### src/rtl/chsum_pkg.sv
package chsum_pkg;
  localparam int LINK_W = 48;
  typedef enum logic {LINK_FULL = 1'b0, LINK_PATCH = 1'b1} link_mode_e;
endpackage

### src/rtl/chsum_patch_reduce.sv
module chsum_patch_reduce #(
  parameter int CH_W     = 10,
  parameter int PATCH_SZ = 4,
  localparam int LIDX_W  = (PATCH_SZ > 1) ? $clog2(PATCH_SZ) : 1,
  localparam int PS_W    = CH_W + LIDX_W
) (
  input  logic [PATCH_SZ*CH_W-1:0] ch,
  output logic [PS_W-1:0]          psum,
  output logic [CH_W-1:0]          lmax,
  output logic [LIDX_W-1:0]        lidx,
  output logic                     lsat
);
  localparam logic [CH_W-1:0] FULL = {CH_W{1'b1}};

  function automatic logic [PS_W-1:0] add_group(input logic [PATCH_SZ*CH_W-1:0] v);
    logic [PS_W-1:0] acc;
    acc = '0;
    for (int i = 0; i < PATCH_SZ; i++) acc = acc + PS_W'(v[i*CH_W +: CH_W]);
    return acc;
  endfunction

  // strict compare keeps the lowest index on ties
  function automatic logic [CH_W+LIDX_W-1:0] peak_of(input logic [PATCH_SZ*CH_W-1:0] v);
    logic [CH_W-1:0]   best;
    logic [LIDX_W-1:0] bi;
    best = v[CH_W-1:0];
    bi   = '0;
    for (int i = 1; i < PATCH_SZ; i++) begin
      if (v[i*CH_W +: CH_W] > best) begin
        best = v[i*CH_W +: CH_W];
        bi   = LIDX_W'(i);
      end
    end
    return {best, bi};
  endfunction

  function automatic logic any_full(input logic [PATCH_SZ*CH_W-1:0] v);
    logic f;
    f = 1'b0;
    for (int i = 0; i < PATCH_SZ; i++) f = f | (v[i*CH_W +: CH_W] == FULL);
    return f;
  endfunction

  always_comb begin
    psum         = add_group(ch);
    {lmax, lidx} = peak_of(ch);
    lsat         = any_full(ch);
  end
endmodule

### src/rtl/chsum_merge.sv
module chsum_merge #(
  parameter int N_PATCH = 4,
  parameter int CH_W    = 10,
  parameter int LIDX_W  = 2,
  parameter int PS_W    = 12,
  localparam int PIDX_W = (N_PATCH > 1) ? $clog2(N_PATCH) : 1,
  localparam int IDX_W  = PIDX_W + LIDX_W,
  localparam int SUM_W  = PS_W + PIDX_W
) (
  input  logic [N_PATCH*PS_W-1:0]   psum_f,
  input  logic [N_PATCH*CH_W-1:0]   lmax_f,
  input  logic [N_PATCH*LIDX_W-1:0] lidx_f,
  input  logic [N_PATCH-1:0]        lsat,
  input  logic [PS_W-1:0]           thr,
  output logic [SUM_W-1:0]          total,
  output logic [CH_W-1:0]           gmax,
  output logic [IDX_W-1:0]          gidx,
  output logic                      any_sat,
  output logic                      hit,
  output logic [PIDX_W-1:0]         hit_idx
);
  function automatic logic [SUM_W-1:0] add_patches(input logic [N_PATCH*PS_W-1:0] v);
    logic [SUM_W-1:0] acc;
    acc = '0;
    for (int p = 0; p < N_PATCH; p++) acc = acc + SUM_W'(v[p*PS_W +: PS_W]);
    return acc;
  endfunction

  function automatic logic [CH_W+IDX_W-1:0] pick_peak(input logic [N_PATCH*CH_W-1:0] m,
                                                      input logic [N_PATCH*LIDX_W-1:0] li);
    logic [CH_W-1:0]  best;
    logic [IDX_W-1:0] bi;
    best = m[CH_W-1:0];
    bi   = {PIDX_W'(0), li[LIDX_W-1:0]};
    for (int p = 1; p < N_PATCH; p++) begin
      if (m[p*CH_W +: CH_W] > best) begin
        best = m[p*CH_W +: CH_W];
        bi   = {PIDX_W'(p), li[p*LIDX_W +: LIDX_W]};
      end
    end
    return {best, bi};
  endfunction

  // scan downwards so the lowest qualifying patch is left last
  function automatic logic [PIDX_W:0] first_over(input logic [N_PATCH*PS_W-1:0] v,
                                                 input logic [PS_W-1:0] t);
    logic             f;
    logic [PIDX_W-1:0] idx;
    f   = 1'b0;
    idx = '0;
    for (int p = N_PATCH - 1; p >= 0; p--) begin
      if (v[p*PS_W +: PS_W] > t) begin
        f   = 1'b1;
        idx = PIDX_W'(p);
      end
    end
    return {f, idx};
  endfunction

  always_comb begin
    total          = add_patches(psum_f);
    {gmax, gidx}   = pick_peak(lmax_f, lidx_f);
    any_sat        = |lsat;
    {hit, hit_idx} = first_over(psum_f, thr);
  end
endmodule

### src/rtl/chsum_pack.sv
module chsum_pack
  import chsum_pkg::*;
#(
  parameter int N_PATCH = 4,
  parameter int CH_W    = 10,
  parameter int PS_W    = 12,
  parameter int IDX_W   = 4,
  parameter int PIDX_W  = 2,
  parameter int SUM_W   = 14
) (
  input  link_mode_e              mode,
  input  logic [SUM_W-1:0]        total,
  input  logic [CH_W-1:0]         gmax,
  input  logic [IDX_W-1:0]        gidx,
  input  logic                    any_sat,
  input  logic [N_PATCH*PS_W-1:0] psum_f,
  input  logic                    hit,
  input  logic [PIDX_W-1:0]       hit_idx,
  output logic [LINK_W-1:0]       word
);
  localparam int FLAG_BIT = LINK_W - 2;
  localparam int IDX_LSB  = FLAG_BIT - IDX_W;
  localparam int MAX_LSB  = IDX_LSB - CH_W;
  localparam int PF_W     = (LINK_W - 4) / N_PATCH;
  localparam int PS_SHIFT = PS_W - PF_W;

  function automatic logic [LINK_W-1:0] pack_full(input logic [SUM_W-1:0] s,
                                                  input logic [CH_W-1:0] m,
                                                  input logic [IDX_W-1:0] i,
                                                  input logic f);
    logic [LINK_W-1:0] w;
    w = '0;
    w[SUM_W-1:0]             = s;
    w[MAX_LSB +: CH_W]       = m;
    w[IDX_LSB +: IDX_W]      = i;
    w[FLAG_BIT]              = f;
    w[LINK_W-1]              = LINK_FULL;
    return w;
  endfunction

  function automatic logic [LINK_W-1:0] pack_patch(input logic [N_PATCH*PS_W-1:0] v,
                                                   input logic h,
                                                   input logic [PIDX_W-1:0] hi);
    logic [LINK_W-1:0] w;
    logic [PS_W-1:0]   shifted;
    w = '0;
    for (int p = 0; p < N_PATCH; p++) begin
      shifted         = v[p*PS_W +: PS_W] >> PS_SHIFT;
      w[p*PF_W +: PF_W] = shifted[PF_W-1:0];
    end
    w[FLAG_BIT-1 -: PIDX_W] = hi;
    w[FLAG_BIT]             = h;
    w[LINK_W-1]             = LINK_PATCH;
    return w;
  endfunction

  always_comb begin
    if (mode == LINK_PATCH) word = pack_patch(psum_f, hit, hit_idx);
    else                    word = pack_full(total, gmax, gidx, any_sat);
  end
endmodule

### src/rtl/chsum_maxfind_top.sv
module chsum_maxfind_top
  import chsum_pkg::*;
#(
  parameter int N_CH     = 16,
  parameter int CH_W     = 10,
  parameter int PATCH_SZ = 4,
  localparam int N_PATCH = N_CH / PATCH_SZ,
  localparam int LIDX_W  = (PATCH_SZ > 1) ? $clog2(PATCH_SZ) : 1,
  localparam int PIDX_W  = (N_PATCH > 1) ? $clog2(N_PATCH) : 1,
  localparam int IDX_W   = PIDX_W + LIDX_W,
  localparam int PS_W    = CH_W + LIDX_W,
  localparam int SUM_W   = PS_W + PIDX_W
) (
  input  logic                   clk,
  input  logic                   rst_n,
  input  logic                   in_valid,
  input  logic [N_CH*CH_W-1:0]   in_charges,
  input  logic                   patch_mode,
  input  logic [PS_W-1:0]        patch_thr,
  output logic                   out_valid,
  output logic [LINK_W-1:0]      link_word
);
  // stage A: per-patch reduction
  logic [N_PATCH*PS_W-1:0]   r_psum,  a_psum;
  logic [N_PATCH*CH_W-1:0]   r_lmax,  a_lmax;
  logic [N_PATCH*LIDX_W-1:0] r_lidx,  a_lidx;
  logic [N_PATCH-1:0]        r_lsat,  a_lsat;
  logic                      a_valid;
  link_mode_e                a_mode;
  logic [PS_W-1:0]           a_thr;

  for (genvar p = 0; p < N_PATCH; p++) begin : g_patch
    chsum_patch_reduce #(.CH_W(CH_W), .PATCH_SZ(PATCH_SZ)) u_red (
      .ch   (in_charges[p*PATCH_SZ*CH_W +: PATCH_SZ*CH_W]),
      .psum (r_psum[p*PS_W +: PS_W]),
      .lmax (r_lmax[p*CH_W +: CH_W]),
      .lidx (r_lidx[p*LIDX_W +: LIDX_W]),
      .lsat (r_lsat[p])
    );
  end

  always_ff @(posedge clk) begin
    if (!rst_n) begin
      a_valid <= 1'b0;
      a_mode  <= LINK_FULL;
      a_thr   <= '0;
      a_psum  <= '0;
      a_lmax  <= '0;
      a_lidx  <= '0;
      a_lsat  <= '0;
    end else begin
      a_valid <= in_valid;
      if (in_valid) begin
        a_mode <= link_mode_e'(patch_mode);
        a_thr  <= patch_thr;
        a_psum <= r_psum;
        a_lmax <= r_lmax;
        a_lidx <= r_lidx;
        a_lsat <= r_lsat;
      end
    end
  end

  // stage B: merge across patches
  logic [SUM_W-1:0]        m_total, b_total;
  logic [CH_W-1:0]         m_gmax,  b_gmax;
  logic [IDX_W-1:0]        m_gidx,  b_gidx;
  logic                    m_sat,   b_sat;
  logic                    m_hit,   b_hit;
  logic [PIDX_W-1:0]       m_hidx,  b_hidx;
  logic [N_PATCH*PS_W-1:0] b_psum;
  logic                    b_valid;
  link_mode_e              b_mode;

  chsum_merge #(.N_PATCH(N_PATCH), .CH_W(CH_W), .LIDX_W(LIDX_W), .PS_W(PS_W)) u_merge (
    .psum_f (a_psum), .lmax_f (a_lmax), .lidx_f (a_lidx), .lsat (a_lsat),
    .thr    (a_thr),
    .total  (m_total), .gmax (m_gmax), .gidx (m_gidx), .any_sat (m_sat),
    .hit    (m_hit),   .hit_idx (m_hidx)
  );

  always_ff @(posedge clk) begin
    if (!rst_n) begin
      b_valid <= 1'b0;
      b_mode  <= LINK_FULL;
      b_total <= '0;
      b_gmax  <= '0;
      b_gidx  <= '0;
      b_sat   <= 1'b0;
      b_hit   <= 1'b0;
      b_hidx  <= '0;
      b_psum  <= '0;
    end else begin
      b_valid <= a_valid;
      if (a_valid) begin
        b_mode  <= a_mode;
        b_total <= m_total;
        b_gmax  <= m_gmax;
        b_gidx  <= m_gidx;
        b_sat   <= m_sat;
        b_hit   <= m_hit;
        b_hidx  <= m_hidx;
        b_psum  <= a_psum;
      end
    end
  end

  // stage C: pack and hold
  logic [LINK_W-1:0] c_word;

  chsum_pack #(.N_PATCH(N_PATCH), .CH_W(CH_W), .PS_W(PS_W), .IDX_W(IDX_W),
               .PIDX_W(PIDX_W), .SUM_W(SUM_W)) u_pack (
    .mode (b_mode), .total (b_total), .gmax (b_gmax), .gidx (b_gidx),
    .any_sat (b_sat), .psum_f (b_psum), .hit (b_hit), .hit_idx (b_hidx),
    .word (c_word)
  );

  always_ff @(posedge clk) begin
    if (!rst_n) begin
      out_valid <= 1'b0;
      link_word <= '0;
    end else begin
      out_valid <= b_valid;
      if (b_valid) link_word <= c_word;
    end
  end

  // named internal events for the checker
  logic ev_a_fire, ev_a_any_sat, ev_b_sat;
  assign ev_a_fire    = a_valid;
  assign ev_a_any_sat = |a_lsat;
  assign ev_b_sat     = b_sat;
endmodule

### config.mk
export PLATFORM = sky130hd
export DESIGN_NAME = chsum_maxfind_top
export DESIGN_NICKNAME = d
export VERILOG_FILES = /design/src/rtl/chsum_pkg.sv /design/src/rtl/chsum_patch_reduce.sv /design/src/rtl/chsum_merge.sv /design/src/rtl/chsum_pack.sv /design/src/rtl/chsum_maxfind_top.sv
export SDC_FILE = /design/constraint.sdc
export NUM_CORES = 1
export LEC_CHECK = 0
export BUFFER_PORTS_ARGS = -buffer_cell sky130_fd_sc_hd__buf_2
export CORE_ASPECT_RATIO = 1.1
export CORE_MARGIN = 2
export CORE_UTILIZATION = 40
export DETAILED_ROUTE_END_ITERATION = 6
export MAX_ROUTING_LAYER = met4
export PLACE_DENSITY = 0.69
export SLEW_MARGIN = 10
export SYNTH_ARGS = -nofsm -noshare
export SYNTH_HDL_FRONTEND = slang
export SYNTH_SLANG_ARGS = --single-unit
### constraint.sdc
create_clock -name clk -period 6.55 [get_ports clk]
set_clock_uncertainty 0.2 [all_clocks]
set_input_delay 0.3275 -clock clk [delete_from_list [all_inputs] [get_ports clk]]
set_output_delay 0.3275 -clock clk [all_outputs]
set_load 0.005 [all_outputs]
==> impl_metrics.csv, run 1 <==
group,metric,value,unit
run_status,outcome,"finished, violations left",
run_status,violations,"design-rule violations",
synthesis,yosys_register_bits,241,
floorplanning,die_w,222,microns
worst_setup_path,critPathCaptureType,"flip-flop",
floorplanning,die_h,243,microns
power,ir_drop,237,uV
worst_setup_path,cp.required,6.79,ns
worst_setup_path,worstPathArrival,6.31,ns
floorplanning,dieArea,0.0540,sq mm
synthesis,synth-edff-count,0,
global_route,antenna_found_initial,0,
worst_setup_path,path_max_fanout,10,
worst_setup_path,ff2ff_setup_slack,0.52,ns
placement,port_buffers,224,
cts,cts_tree,"yes",
layout,multi_input_area,0.0144,sq mm
routing,wl_per_cell,18.8,microns
routing,detail_route.vias_per_cell,5.52,
placement,finalWeightedCongestion,1.00,
synthesis,synth_nets,3032,
global_route,grt_max_degree,105,
synthesis,ys_seq_area_share,23.1,%
routing,drc_errors,11,
power,power,0.00724,W
sta,period_share,92.7,%
worst_setup_path,reg2regPathDepth,28,
cts,htreeDepth,1,
floorplanning,core_area,0.0514,sq mm
routing,drt_first_pass_iters,7,
layout,n_antenna_cell,0,
cts,clk_latency,0.57,ns
layout,register_area,0.00483,sq mm
hold_path,worstHoldPathType,"in -> reg",
layout,nNetsFinal,3252,
synthesis,ys.warnings.count,0,
routing,ant_nets,0,
global_route,grt_pass1_vias,18300,
floorplanning,rows,87,
layout,drive_gt1_share,12.6,%
worst_setup_path,slowest_delay,0.58,ns
worst_setup_path,crit_slowest_cell,"dlygate4sd3_1",
placement,place_area,0.0226,sq mm
worst_setup_path,critical_path_class,"in -> reg",
global_route,grt_overflow,0,
layout,design_area,0.0239,sq mm
power,p_leak,11.4,nW
hold_path,hold_depth,3,
sta,final_hold_viol_count,0,
synthesis,syn_area_per_cell,8.35,sq um
floorplanning,io_pins,225,
cts,cts_buffers,28,
cts,clock_sinks,241,
power,p_per_area,303,mW/mm^2
placement,placed_cells,3314,
routing,drt_iter0_drc,1263,
sta,relSlewSlack,26.2,%
sta,rsz0062_at_grt,"false",
sta,tns,0,ns
synthesis,synth_ff_type,"dfxtp_1",
sta,slew_violations,0,
routing,vias,18800,
layout,fillers,5038,
synthesis,synth-async-reset-ratio,0,%
cts,clk_pin_slew,0.06,ns
placement,dpl.hpwl,51.8,mm
job,cap_violations,0,
sta,tightest_slew,1.11,ns
synthesis,synth.distinct_cells,76,
synthesis,synth_cells,2495,
sta,period_needed,6.07,ns
cts,root_buffer,"clkbuf_16",
sta,setup_viol,0,
routing,drt-total-wl,63.9,mm
layout,instances_no_fill,3403,
layout,area_growth,14.8,%
global_route,grt_pass1_wl,99.7,mm
floorplanning,start_util,40.6,%
worst_setup_path,startpoint_type,"input port",
global_route,grt_use_total,23.5,%
cts,cts_buffer_depth,3,
sta,fmax,165,MHz
synthesis,synth.cell_area,0.0208,sq mm
-- flip-flops by register name (all words and copies together) (netlist names), 2 cells and up --
| register | flops |
|---|---|
| b_gidx | 4 |
| a_lsat | 4 |
| b_total | 14 |
| link_word | 48 |
| a_psum | 48 |
| a_thr | 12 |
| a_lmax | 40 |
| a_lidx | 8 |
| b_gmax | 10 |
| b_hidx | 2 |
| b_psum | 44 |
-- layer usage --
layer	global-route usage (%)	share of wire (%)
met2	40.2	48
met4	6.36	2.8
met3	2.70	5.0
met5	-	0
met1	29.4	44
-- worst paths after layout --
| path | end | start |
|---|---|---|
| worst max-delay path | a_lmax[19] | in_charges[43] |
| worst min-delay path | a_lmax[15] | in_charges[65] |
| worst max register to register | b_gmax[3] | a_lmax[3] |
| worst min register to register | b_total[9] | b_total[9] |
-- worst max-delay path: cells and delay by family --
kind            cells  cell delay, ns
simple gates        7            0.89
fa+ha+maj           4            1.21
buf+inv             6            1.36
mux                 1            0.22
compound gates     12            2.29
-- layout by cell type, fill, tap and decap left out, types with 58 or more instances in the layout --
| master | n |
|---|---|
| ha_1 | 299 |
| inv_1 | 345 |
| mux2i_1 | 174 |
| dfxtp_1 | 239 |
| o21ai_0 | 146 |
| nand2_1 | 123 |
| nor2_1 | 233 |
| xnor2_1 | 58 |
| buf_2 | 223 |
| nand4_1 | 71 |
| a21oi_1 | 127 |
| fa_1 | 62 |
-- per-stage QoR --
stage | hold slack, ns | utilization (%) | setup WS [ns]
2_1_floorplan | 0.246 | - | 0.679
3_5_place_dp | 0.266 | 44.0 | 0.00605
5_1_grt | 0.0374 | 46.6 | 0.0341
6_report | 0.0319 | 46.6 | 0.477
3_3_place_gp | 0.257 | 44.0 | 0.144
4_1_cts | 0.0102 | 46.5 | 0.113
-- cell type report --
cell class,instances,share of cell area (%)
multi-input cells,1814,60.0
flip-flops and latches,241,20.2
repair buffers,282,6.88
inverters,348,5.47
clock buffers,41,3.51
well taps,667,3.49
clock inverters,10,0.481
-- synthesized netlist by cell type, types with 42 or more instances --
library cell	n	share of area [%]
o21ai_0	148	3.6
a21o_1	47	1.7
nor2_1	235	4.2
fa_1	62	6.0
clkbuf_1	74	1.3
a21oi_1	127	3.0
a211oi_1	51	1.8
dfxtp_1	241	23
nand2b_1	42	1.3
nand4_1	71	2.1
nand2_1	123	2.2
xnor2_1	58	2.4
mux2i_1	175	8.4
ha_1	299	18
inv_1	345	6.2
-- repair_timing --
| action | CTS | global route |
|---|---|---|
| endpoints found under the hold margin | 34 | 0 |
| hold buffers | 35 | 0 |
| resized for setup | 0 | 5 |
| setup buffers | 0 | 3 |
| setup endpoints to repair | 0 | 14 |
-- report_power, final --
group | leakage, nW | internal [W] | switching (W)
sequential | 1.98 | 0.00168 | 0.000290
combinational | 8.98 | 0.00159 | 0.00211
clock | 0.461 | 0.000932 | 0.000644
total | 11.4 | 0.00420 | 0.00304
-- logic make-up (layout without fill, tap and decap cells) --
| kind of cell | Yosys count | count (layout) | share of synthesized area (%) |
|---|---|---|---|
| adders and majority gates | 362 | 362 | 24.0 |
| DFF | 241 | 241 | 23.1 |
| buffers and inverters | 440 | 681 | 8.05 |
| and+or+nand+nor | 586 | 586 | 13.5 |
| xor gates and xnor gates | 75 | 75 | 3.15 |
| AOI/OAI and AO/OA | 601 | 601 | 19.0 |
| muxes | 190 | 190 | 9.21 |
No activity file was read; power rests on OpenSTA's default activity.
==> inputs of run 2 (changes only) <==
--- a/config.mk
+++ b/config.mk
@@ -5,13 +5,13 @@
 export SDC_FILE = /design/constraint.sdc
 export NUM_CORES = 1
 export LEC_CHECK = 0
-export BUFFER_PORTS_ARGS = -buffer_cell sky130_fd_sc_hd__buf_2
 export CORE_ASPECT_RATIO = 1.1
 export CORE_MARGIN = 2
-export CORE_UTILIZATION = 40
+export CORE_UTILIZATION = 25
 export DETAILED_ROUTE_END_ITERATION = 6
+export DONT_BUFFER_PORTS = 1
 export MAX_ROUTING_LAYER = met4
-export PLACE_DENSITY = 0.69
+export PLACE_DENSITY = 0.49
 export SLEW_MARGIN = 10
 export SYNTH_ARGS = -nofsm -noshare
 export SYNTH_HDL_FRONTEND = slang
==> run 2 against run 1 <==
  * The flow now finishes without violations
  * Wire length increased by 12%
  * Clock power increased by 11%
  * Count of clock-buffer cells in the layout decreased by 3
  * Utilization decreased by 17 points
  * Final cell count increased by 7.8%
  * Critical endpoint is now a_lmax[35]
  * Worst setup slack got worse by 0.063 ns
  * Fmax decreased by 1.0%
  * Non-clock buffer count decreased by 147
  * Critical path depth increased by 1
  * Total power increased by 1.1%
  * Hold slack got worse by 0.015 ns
==> impl_metrics.csv, run 2 (synthesis results as in run 1) <==
group,metric,value,unit
floorplanning,die_h,307,microns
hold_path,worstHoldPathType,"in -> reg",
worst_setup_path,ff2ff_setup_slack,0.60,ns
worst_setup_path,reg2regPathDepth,27,
routing,drt_iter0_drc,1123,
power,ir_drop,234,uV
layout,nNetsFinal,3107,
routing,detail_route.vias_per_cell,4.83,
power,p_leak,10.9,nW
global_route,grt_max_degree,150,
sta,tightest_slew,1.07,ns
sta,final_hold_viol_count,0,
global_route,grt_pass1_vias,17500,
worst_setup_path,crit_slowest_cell,"dlygate4sd3_1",
floorplanning,rows,111,
power,comb_power_share,48.4,%
floorplanning,core_area,0.0829,sq mm
worst_setup_path,startpoint_type,"input port",
worst_setup_path,path_max_fanout,16,
cts,cts_buffers,30,
sta,period_needed,6.14,ns
run_status,outcome,"complete, no violations",
routing,ant_nets,0,
sta,relSlewSlack,28.7,%
power,pwr-share-clk,24.1,%
floorplanning,start_util,25.1,%
cts,clk_pin_slew,0.06,ns
sta,fmax,163,MHz
global_route,grt_overflow,0,
power,p_sw,0.00299,W
cts,clock_sinks,241,
global_route,antenna_found_initial,0,
worst_setup_path,slowest_delay,0.56,ns
layout,layout_common_cells,"inv_1 (345), ha_1 (299), dfxtp_1 (238), nor2_1 (233), mux2i_1 (170)",
worst_setup_path,critical_path_class,"in -> reg",
layout,reg_top3,"a_psum x48, link_word x48, b_psum x44",
worst_setup_path,reg2reg_from,"a_lmax[2]",
hold_path,hold_start,"in_charges[103]",
worst_setup_path,worstPathArrival,6.45,ns
layout,drive_gt1_share,5.28,%
power,switching_share,40.8,%
routing,vias,17700,
power,p_per_area,302,mW/mm^2
job,cap_violations,0,
layout,postLayoutCoreUtil,29.3,%
sta,rsz0062_at_grt,"false",
floorplanning,die_w,279,microns
cts,htreeDepth,1,
cts,cts_buffer_depth,3,
cts,cts_tree,"yes",
power,p_int,0.00433,W
global_route,grt_pass1_wl,108,mm
sta,tns,0,ns
sta,period_share,93.7,%
floorplanning,io_pins,225,
routing,drt_first_pass_iters,6,
sta,slew_violations,0,
worst_setup_path,critPathCaptureType,"flip-flop",
placement,port_buffers,0,
layout,layout_commonest_cell,"inv_1",
layout,n_antenna_cell,0,
cts,root_buffer,"clkbuf_16",
worst_setup_path,cp.required,6.86,ns
worst_setup_path,crit_path_frequent_cell,"o21a_1",
power,seqPwrFrac,27.6,%
hold_path,hold_depth,2,
layout,fillers,8847,
floorplanning,dieArea,0.0857,sq mm
global_route,grt_use_total,16.8,%
routing,drt-total-wl,71.7,mm
sta,setup_viol,0,
cts,clk_latency,0.62,ns
routing,wl_per_cell,19.6,microns
placement,dpl.hpwl,56.5,mm
layout,area_growth,16.4,%
hold_path,holdPathEnd,"a_lmax[23]",
placement,finalWeightedCongestion,0.923,
routing,drc_errors,0,
power,power,0.00732,W
worst_setup_path,timing.rr.end,"b_gmax[3]",
run 2: layout make-up:
| class | instances | area (sq um) | share of cell area [%] |
|---|---|---|---|
| inverters | 348 | 1310 | 5.40 |
| multi-input cells | 1814 | 14400 | 59.3 |
| flip-flops and latches | 241 | 4830 | 19.9 |
| repair buffers | 135 | 1320 | 5.46 |
| well taps | 1073 | 1340 | 5.53 |
| clock buffers | 38 | 821 | 3.38 |
| clock inverters | 18 | 243 | 1.00 |
run 2: worst max-delay path by stage:
stage	start	end	slack, ns	cells after the start
floorplan	in_charges[121]	a_lmax[30]	0.68	30
global placement	in_charges[8]	a_lmax[0]	0.23	24
detailed placement	in_charges[8]	a_lmax[0]	0.23	24
CTS	in_charges[121]	a_lmax[34]	0.25	31
global route	in_charges[121]	a_lmax[35]	0.004	31
finish	in_charges[121]	a_lmax[35]	0.41	31
run 2: critical path, delay by kind of cell:
family / cells / cell delay (ns)
and+or+nand+nor: 6 / 0.48
adders and majority gates: 3 / 0.78
muxes: 2 / 0.55
AOI/OAI and AO/OA: 14 / 2.41
buffers and inverters: 6 / 1.90
run 2: power by group through the flow:
| stage | logic (W) | registers, W | clock network, W |
|---|---|---|---|
| finish | 0.00354 | 0.00202 | 0.00176 |
| global route | 0.00404 | 0.00204 | 0.00187 |
| CTS | 0.00354 | 0.00203 | 0.00181 |
| detailed placement | 0.00338 | 0.00206 | 0 |
| global placement | 0.00337 | 0.00206 | 0 |
| floorplan | 0.00270 | 0.00183 | 0 |
run 2: metrics by stage:
step | std cells | worst slack (ns) | hold WS [ns] | area (sq um)
finish | 3667 | 0.414 | 0.0166 | 24300
global route | 3667 | 0.00440 | 0.0373 | 24300
CTS | 3667 | 0.251 | 0.000386 | 24200
detailed placement | 3501 | 0.230 | 0.261 | 22000
global placement | 3501 | 0.231 | 0.265 | 22000
floorplan | 2495 | 0.679 | 0.246 | 20800
run 2: per-layer routing:
metal  up-vias  track usage [%]  wire, microns
met5         -                -              0
met4         0             4.49           1890
li1       8884                -              -
met3        91             2.39           3480
met1      8317             21.4          32700
met2       408             27.8          33600
run 2: what timing repair did:
item                                   in CTS  in global routing
setup endpoints to repair                   0                 25
hold buffers                              110                  0
resized for setup                           0                 11
endpoints found under the hold margin     135                  0
buffers inserted                            0                  0
